**src/rtl/ts_rpll_pkg.sv**
```systemverilog
package ts_rpll_pkg;
   localparam int WORD_W = 32;
   typedef logic [WORD_W-1:0]   word_t;
   typedef logic [2*WORD_W-1:0] dword_t;
endpackage

```
**src/rtl/ts_rpll_mul.sv**
```systemverilog
// Unsigned W x W multiplier with a register chain of STAGES stages.
module ts_rpll_mul #(
   parameter int W      = 32,
   parameter int STAGES = 2
) (
   input  logic           clk,
   input  logic           rst_n,
   input  logic [W-1:0]   a,
   input  logic [W-1:0]   b,
   output logic [2*W-1:0] p
);
   localparam int PW = 2 * W;

   if (STAGES < 1) begin : g_bad_stages
      $error("ts_rpll_mul: STAGES must be at least 1");
   end

   for (genvar s = 0; s < STAGES; s++) begin : g_stage
      logic [PW-1:0] q;
      if (s == 0) begin : g_first
         always_ff @(posedge clk or negedge rst_n) begin
            if (!rst_n) q <= '0;
            else        q <= PW'(a) * PW'(b);
         end
      end else begin : g_next
         always_ff @(posedge clk or negedge rst_n) begin
            if (!rst_n) q <= '0;
            else        q <= g_stage[s-1].q;
         end
      end
   end

   assign p = g_stage[STAGES-1].q;
endmodule

```
**src/rtl/ts_rpll_freq.sv**
```systemverilog
// Frequency loop: rounded signal term, reference constant, new estimate.
module ts_rpll_freq
   import ts_rpll_pkg::*;
#(
   parameter int DT2 = 4,
   parameter int SHW = 6
) (
   input  dword_t         prod,
   input  word_t          ff,
   input  logic [SHW-1:0] shf,
   output word_t          ff_nx
);
   localparam int TOP    = WORD_W + DT2;
   localparam int SUM_W  = 2 * WORD_W + 1;

   logic [SUM_W-1:0] bias, sum, shifted;
   word_t            sig_term, ref_term;
   logic [6:0]       ref_amt;

   always_comb begin
      bias     = SUM_W'(1) << (shf - SHW'(1));
      sum      = {1'b0, prod} + bias;
      shifted  = sum >> shf;
      sig_term = shifted[WORD_W-1:0];
      ref_amt  = 7'(TOP) - 7'(shf);
      if (int'(shf) > TOP) ref_term = '0;
      else                 ref_term = word_t'(dword_t'(1) << ref_amt);
      ff_nx    = ff + ref_term - sig_term;
   end
endmodule

```
**src/rtl/ts_rpll_phase.sv**
```systemverilog
// Phase loop: sub-tick offset, expected phase, shifted error, new total frequency.
module ts_rpll_phase
   import ts_rpll_pkg::*;
#(
   parameter int DT2 = 4,
   parameter int SHW = 6
) (
   input  word_t          cap,
   input  word_t          f_old,
   input  word_t          y_adv,
   input  word_t          ff_nx,
   input  logic [SHW-1:0] shp,
   output word_t          f_nx
);
   logic [DT2-1:0] off;
   word_t          neg_cap, exp_ph, err, corr;
   logic [SHW-1:0] sh_amt;

   always_comb begin
      neg_cap = word_t'(0) - cap;
      off     = neg_cap[DT2-1:0];
      exp_ph  = word_t'(f_old >> DT2) * word_t'(off);
      err     = exp_ph - y_adv;
      sh_amt  = shp - SHW'(DT2);
      corr    = word_t'($signed(err) >>> sh_amt);
      f_nx    = ff_nx + corr;
   end
endmodule

```
**src/rtl/ts_rpll.sv**
```systemverilog
module ts_rpll
   import ts_rpll_pkg::*;
#(
   parameter int DT2        = 4,
   parameter int MUL_STAGES = 2,
   parameter int SHW        = 6
) (
   input  logic           clk,
   input  logic           rst_n,
   input  logic           upd_stb,
   input  logic           ts_vld,
   input  logic [31:0]    ts_in,
   input  logic [SHW-1:0] shf_in,
   input  logic [SHW-1:0] shp_in,
   output logic           busy,
   output logic           out_vld,
   output logic [31:0]    ph_out,
   output logic [31:0]    fr_out
);
   localparam int LAT = MUL_STAGES + 1;
   localparam int CW  = $clog2(LAT + 1);

   if (DT2 < 1 || DT2 > 16) begin : g_bad_dt2
      $error("ts_rpll: DT2 must lie in 1..16");
   end
   if (MUL_STAGES < 1 || MUL_STAGES > 8) begin : g_bad_stages
      $error("ts_rpll: MUL_STAGES must lie in 1..8");
   end
   if ((1 << SHW) <= WORD_W + DT2) begin : g_bad_shw
      $error("ts_rpll: SHW too narrow for the shift range");
   end

   logic [CW-1:0]  cnt;
   word_t          x_q, ff_q, f_q, y_q, dx_q, ph_r, fr_r;
   logic [SHW-1:0] shf_q, shp_q;
   logic           have_q, vld_r, accept, last;
   dword_t         prod;
   word_t          ff_nx, f_nx;

   assign busy   = (cnt != '0);
   assign accept = upd_stb && !busy;
   assign last   = (cnt == CW'(1));

   ts_rpll_mul #(.W(WORD_W), .STAGES(MUL_STAGES)) i_mul (
      .clk(clk), .rst_n(rst_n), .a(ff_q), .b(dx_q), .p(prod)
   );

   ts_rpll_freq #(.DT2(DT2), .SHW(SHW)) i_freq (
      .prod(prod), .ff(ff_q), .shf(shf_q), .ff_nx(ff_nx)
   );

   ts_rpll_phase #(.DT2(DT2), .SHW(SHW)) i_phase (
      .cap(x_q), .f_old(f_q), .y_adv(y_q), .ff_nx(ff_nx), .shp(shp_q), .f_nx(f_nx)
   );

   always_ff @(posedge clk or negedge rst_n) begin
      if (!rst_n) begin
         cnt    <= '0;
         x_q    <= '0;
         ff_q   <= '0;
         f_q    <= '0;
         y_q    <= '0;
         dx_q   <= '0;
         shf_q  <= '0;
         shp_q  <= '0;
         have_q <= 1'b0;
         ph_r   <= '0;
         fr_r   <= '0;
         vld_r  <= 1'b0;
      end else begin
         vld_r <= 1'b0;
         if (accept) begin
            cnt    <= CW'(LAT);
            y_q    <= y_q + f_q;
            have_q <= ts_vld;
            if (ts_vld) begin
               dx_q  <= ts_in - x_q;
               x_q   <= ts_in;
               shf_q <= shf_in;
               shp_q <= shp_in;
            end
         end else if (busy) begin
            cnt <= cnt - CW'(1);
            if (last) begin
               vld_r <= 1'b1;
               ph_r  <= y_q;
               if (have_q) begin
                  ff_q <= ff_nx;
                  f_q  <= f_nx;
                  fr_r <= f_nx;
               end else begin
                  fr_r <= f_q;
               end
            end
         end
      end
   end

   assign out_vld = vld_r;
   assign ph_out  = ph_r;
   assign fr_out  = fr_r;

   AST_BUSY_ON_ACCEPT: assert property (@(posedge clk) disable iff (!rst_n)
      upd_stb && !busy |=> busy);
   AST_PULSE_ENDS_BUSY: assert property (@(posedge clk) disable iff (!rst_n)
      $fell(busy) |-> out_vld);
   AST_PULSE_SINGLE: assert property (@(posedge clk) disable iff (!rst_n)
      out_vld |=> !out_vld);
   AST_OUT_HOLD: assert property (@(posedge clk) disable iff (!rst_n)
      !out_vld |-> ($stable(ph_out) && $stable(fr_out)));
   AST_NO_TS_FREQ_HOLD: assert property (@(posedge clk) disable iff (!rst_n)
      out_vld && !have_q |-> fr_out == $past(fr_out));
   AST_SHIFT_RANGE: assert property (@(posedge clk) disable iff (!rst_n)
      upd_stb && !busy && ts_vld |-> (int'(shf_in) >= DT2) && (int'(shf_in) >= 1)
         && (int'(shf_in) <= WORD_W + DT2) && (int'(shp_in) >= DT2)
         && (int'(shp_in) <= DT2 + 31));
endmodule

```
**config.mk**
```make
export PLATFORM = sky130hd
export DESIGN_NAME = ts_rpll
export DESIGN_NICKNAME = d
export VERILOG_FILES = /design/src/rtl/ts_rpll_pkg.sv /design/src/rtl/ts_rpll_mul.sv /design/src/rtl/ts_rpll_freq.sv /design/src/rtl/ts_rpll_phase.sv /design/src/rtl/ts_rpll.sv
export SDC_FILE = /design/constraint.sdc
export NUM_CORES = 2
export LEC_CHECK = 0
export BUFFER_PORTS_ARGS = -buffer_cell sky130_fd_sc_hd__buf_2
export CAP_MARGIN = 15
export CORE_MARGIN = 3
export CORE_UTILIZATION = 60
export CTS_CLUSTER_SIZE = 20
export DETAILED_ROUTE_END_ITERATION = 10
export PLACE_DENSITY = 0.87
export SLEW_MARGIN = 15
export SYNTH_ARGS = -nofsm -noshare
export SYNTH_HDL_FRONTEND = slang
export SYNTH_HIERARCHICAL = 1
export SYNTH_SLANG_ARGS = --single-unit
```
**constraint.sdc**
```tcl
create_clock -name clk -period 10.03 [get_ports clk]
set_input_delay 1.003 -clock clk [delete_from_list [all_inputs] [get_ports clk]]
set_output_delay 1.003 -clock clk [all_outputs]
set_load 0.005 [all_outputs]
```
==> results by group <==
Worst setup path
  • WP data arrival: ~10 ns
  • Largest driver fanout on the critical path: 8
  • Path type of the worst setup path: reg -> reg
  • Critical path required time: approximately 11 ns
  • Crit path max-delay cell type: fa_1
  • Critical path depth: 48
  • Type of origin of the critical path: register
  • Cell family with most CP delay: compound AO/OA/AOI/OAI gates
  • R2r worst-path depth: 48
  • Cell repeated most along the worst path: o21a_1
  • CP max stage delay: between 0.5 and 0.6 ns
  • Kind of end point of the critical path: register
  • Crit path buf inv count: 6

Place
  • Count of input and output buffers: 113
  • Last weighted congestion value of the routability-driven placer: a little under 1
  • Placed wire-length estimate: approximately 180,000 um

STA
  • Worst max-slew margin expressed relative to the limit: 18.4%
  • Unrepaired setup endpoints after global routing: yes
  • Final setup violation count: 0
  • Min Clock Period, post-route: slightly below 10 ns
  • Hold_ws: 0.324 ns
  • Portion of the clock cycle consumed by the worst path in the final layout: around 99%
  • Slew at the pin closest to its max-slew limit: 1.22 ns
  • Endpoints failing hold: 0
  • Max Fclk: 0.101 GHz
  • Clock Skews: 0.0426 ns
  • Final Max Slew Viols: 0
  • Setup TNS: 0 ns

Routing
  • Via count of the routed design: around 61,000
  • Remaining DRCs: 0
  • Number of iterations in the first detailed-routing pass: 8
  • Total detailed-routing wirelength: approximately 230,000 um
  • Initial detailed-routing violation count: between 6,000 and 7,000
  • Detail-routed via count per cell: around 6
  • Post-DRT Antenna Nets: 0
  • DR WL/cell: 23.5 um

Yosys
  • Compound-cell area share of the yosys netlist: between 10 and 15%
  • Main synth FF type: dfrtp_1
  • Dominant cells by area after synthesis: fa_1, dfrtp_1, ha_1
  • Top-count cell post-synth: inv_1
  • Share of the synthesized area in the top cell type: 29.9%
  • Async set-reset flop share out of synthesis: 100%
  • Most area-hungry cell type in the Yosys netlist: fa_1
  • Sequential cell area fraction in the yosys report: about an eighth
  • Post-synth EDFFs: 0
  • Largest family of logic cells by synthesized area: adder cells
  • Synthesized netlist cell count: ~7,800
  • XOR/XNOR Fraction of Synth Area: under 10%
  • Number of register bits inferred by synthesis: approximately 340
  • Post-Synthesis Mean Instance Area: a little under 9 um2
  • Post-synthesis net count: around 9,300
  • Post-Synth Adder-Cell Area: between 30% and 40%
  • Unique masters post-synth: ~130
  • Share of synthesized cell area in and, or, nand and nor gates: between 10% and 20%
  • YS warnings: 6
  • Commonest cells post-synth: inv_1, fa_1, nand2_1
  • Combined area of all synthesized cells: between 60,000 and 70,000 um2
  • Multiplexer fraction of the synthesized cell area: about 5.1%

Floorplan
  • Site row count: 122
  • Vertical die dimension: 342 um
  • Die footprint: 117,000 um2
  • Die extent in x: between 300 and 400 um
  • Placeable core region: 111,000 um2
  • IO Count: approximately 110
  • Effective utilization at floorplan: roughly 61%

Clock network
  • CTS Root Buffer Type: clkbuf_16
  • Number of levels in the clock H-tree: 2
  • Clock sink count: between 300 and 400
  • Clock tree buffer depth: 3
  • Clock Pin Slew Worst Setup and Hold Paths: about 0.070 ns
  • Worst-Skew Late Latency: roughly 0.62 ns
  • Number of buffers created by CTS: between 40 and 50
  • Clock tree from TritonCTS: done

Finish
  • Share of the core filled with cells in the final layout: 70.6%
  • Net count reported at finish: 9,944
  • Number of filler instances in the final layout: 8,272
  • Area added between synthesis and finish: 15.9%
  • Share of post-route cells with drive strength above 1: roughly a fifth

GRT
  • Leftover overflow at the end of global routing: 0
  • First-pass GRT wire length: between 300,000 and 400,000 um
  • Total routing usage reported by global routing: 39.3%
  • Largest net degree at the start of global routing: roughly 160
  • Number of global-route vias before repair: about 63,000
  • Antenna violations before repair: 4

Worst hold path
  • Hold depth: 0
  • Hold Path Class: reg -> reg

Outcome
  • Result of the run: finished, final reports clean

Run
  • Maximum Capacitance Violations: 0
area by class of cell:
type                            count  area, um2  area share [%]
Multi-Input combinational cell   5916      55300            70.4
Tap cell                         1488       1860            2.37
Antenna cell                        6       15.0          0.0191
Clock inverter                     19        264           0.336
Timing Repair Buffer             1009       7520            9.56
Clock buffer                       52       1150            1.46
Inverter                         1079       4060            5.16
Sequential cell                   336       8420            10.7
cell families (layout without fill, tap and decap cells):
| kind of cell | Yosys count | after routing |
|---|---|---|
| other | 0 | 6 |
| xor gates and xnor gates | 256 | 256 |
| buffers and inverters | 1500 | 2159 |
| adders and majority gates | 1513 | 1513 |
| AOI/OAI and AO/OA | 1394 | 1394 |
| and+or+nand+nor | 2474 | 2474 |
| DFF | 336 | 336 |
| muxes | 279 | 279 |
per-layer routing:
layer	GRT usage [%]	vias to the layer above	wire length, um
li1	-	26600	-
met1	53.6	30200	92900
met2	61.1	3410	104000
met3	8.64	850	23500
met4	16.4	2	11800
met5	0	-	17
per-stage QoR:
stage	setup WS [ns]	instance area [um2]	cells
5_1_grt	-0.196	78600	9900
6_report	0.0833	78600	9905
2_1_floorplan	0.000302	68000	7752
3_5_place_dp	-0.467	75100	9769
3_3_place_gp	-0.532	75100	9768
4_1_cts	0.00470	76700	9844
worst register-to-register path, delay by kind of cell, from the launching register on:
family,cells,cell delay (ns)
AO/OA/AOI/OAI,18,3.52
AND/OR/NAND/NOR,13,1.85
adder cells (fa/ha/maj),5,1.62
multiplexers,3,1.29
buffers and inverters,6,0.68
flip-flops,1,0.45
XOR/XNOR,3,0.40
path summary, 6_finish.rpt:
path | from | end | slack, ns
setup / recovery | shf_q[0] | fr_out[29] | 0.08
hold / removal | i_mul/g_stage[0].q[9] | i_mul/p[9] | 0.32
setup reg to reg | shf_q[0] | fr_out[29] | 0.08
hold reg to reg | i_mul/g_stage[0].q[9] | i_mul/p[9] | 0.32
max in group asynchronous | rst_n | dx_q[25] | 7.87
min in group asynchronous | rst_n | y_q[0] | 0.48
cell usage in the layout (no fill, tap or decap), types with 96 or more instances in the layout:
cell type,instances
mux2i_1,107
buf_2,112
nor2_1,338
a21oi_1,331
xor2_1,96
buf_4,870
o21ai_0,215
ha_1,475
and2_1,676
xnor2_1,146
inv_1,1070
nand2_1,984
dfrtp_1,323
fa_1,1009
mux2_2,119
a21o_1,114
state kept, by name (all words and copies together) (netlist names):
signal	count
i_mul/g_stage.q	64
i_mul/p	64
dx_q	32
ff_q	32
fr_out	32
ph_out	32
x_q	32
y_q	32
shf_q	6
shp_q	6
cnt	2
have_q	1
out_vld	1
what timing repair did:
item | CTS | global route
pin swaps | 15 | 141
buffers inserted | 4 | 53
cloned | 0 | 3
endpoints found under the setup margin | 17 | 19
gates resized for setup | 44 | 304
hold endpoints to repair | 0 | 0
hold buffers | 0 | 0
Power is left out: the tool's default activity adds up to more than one toggle a clock period on the data nets, which glitch-free logic cannot reach.
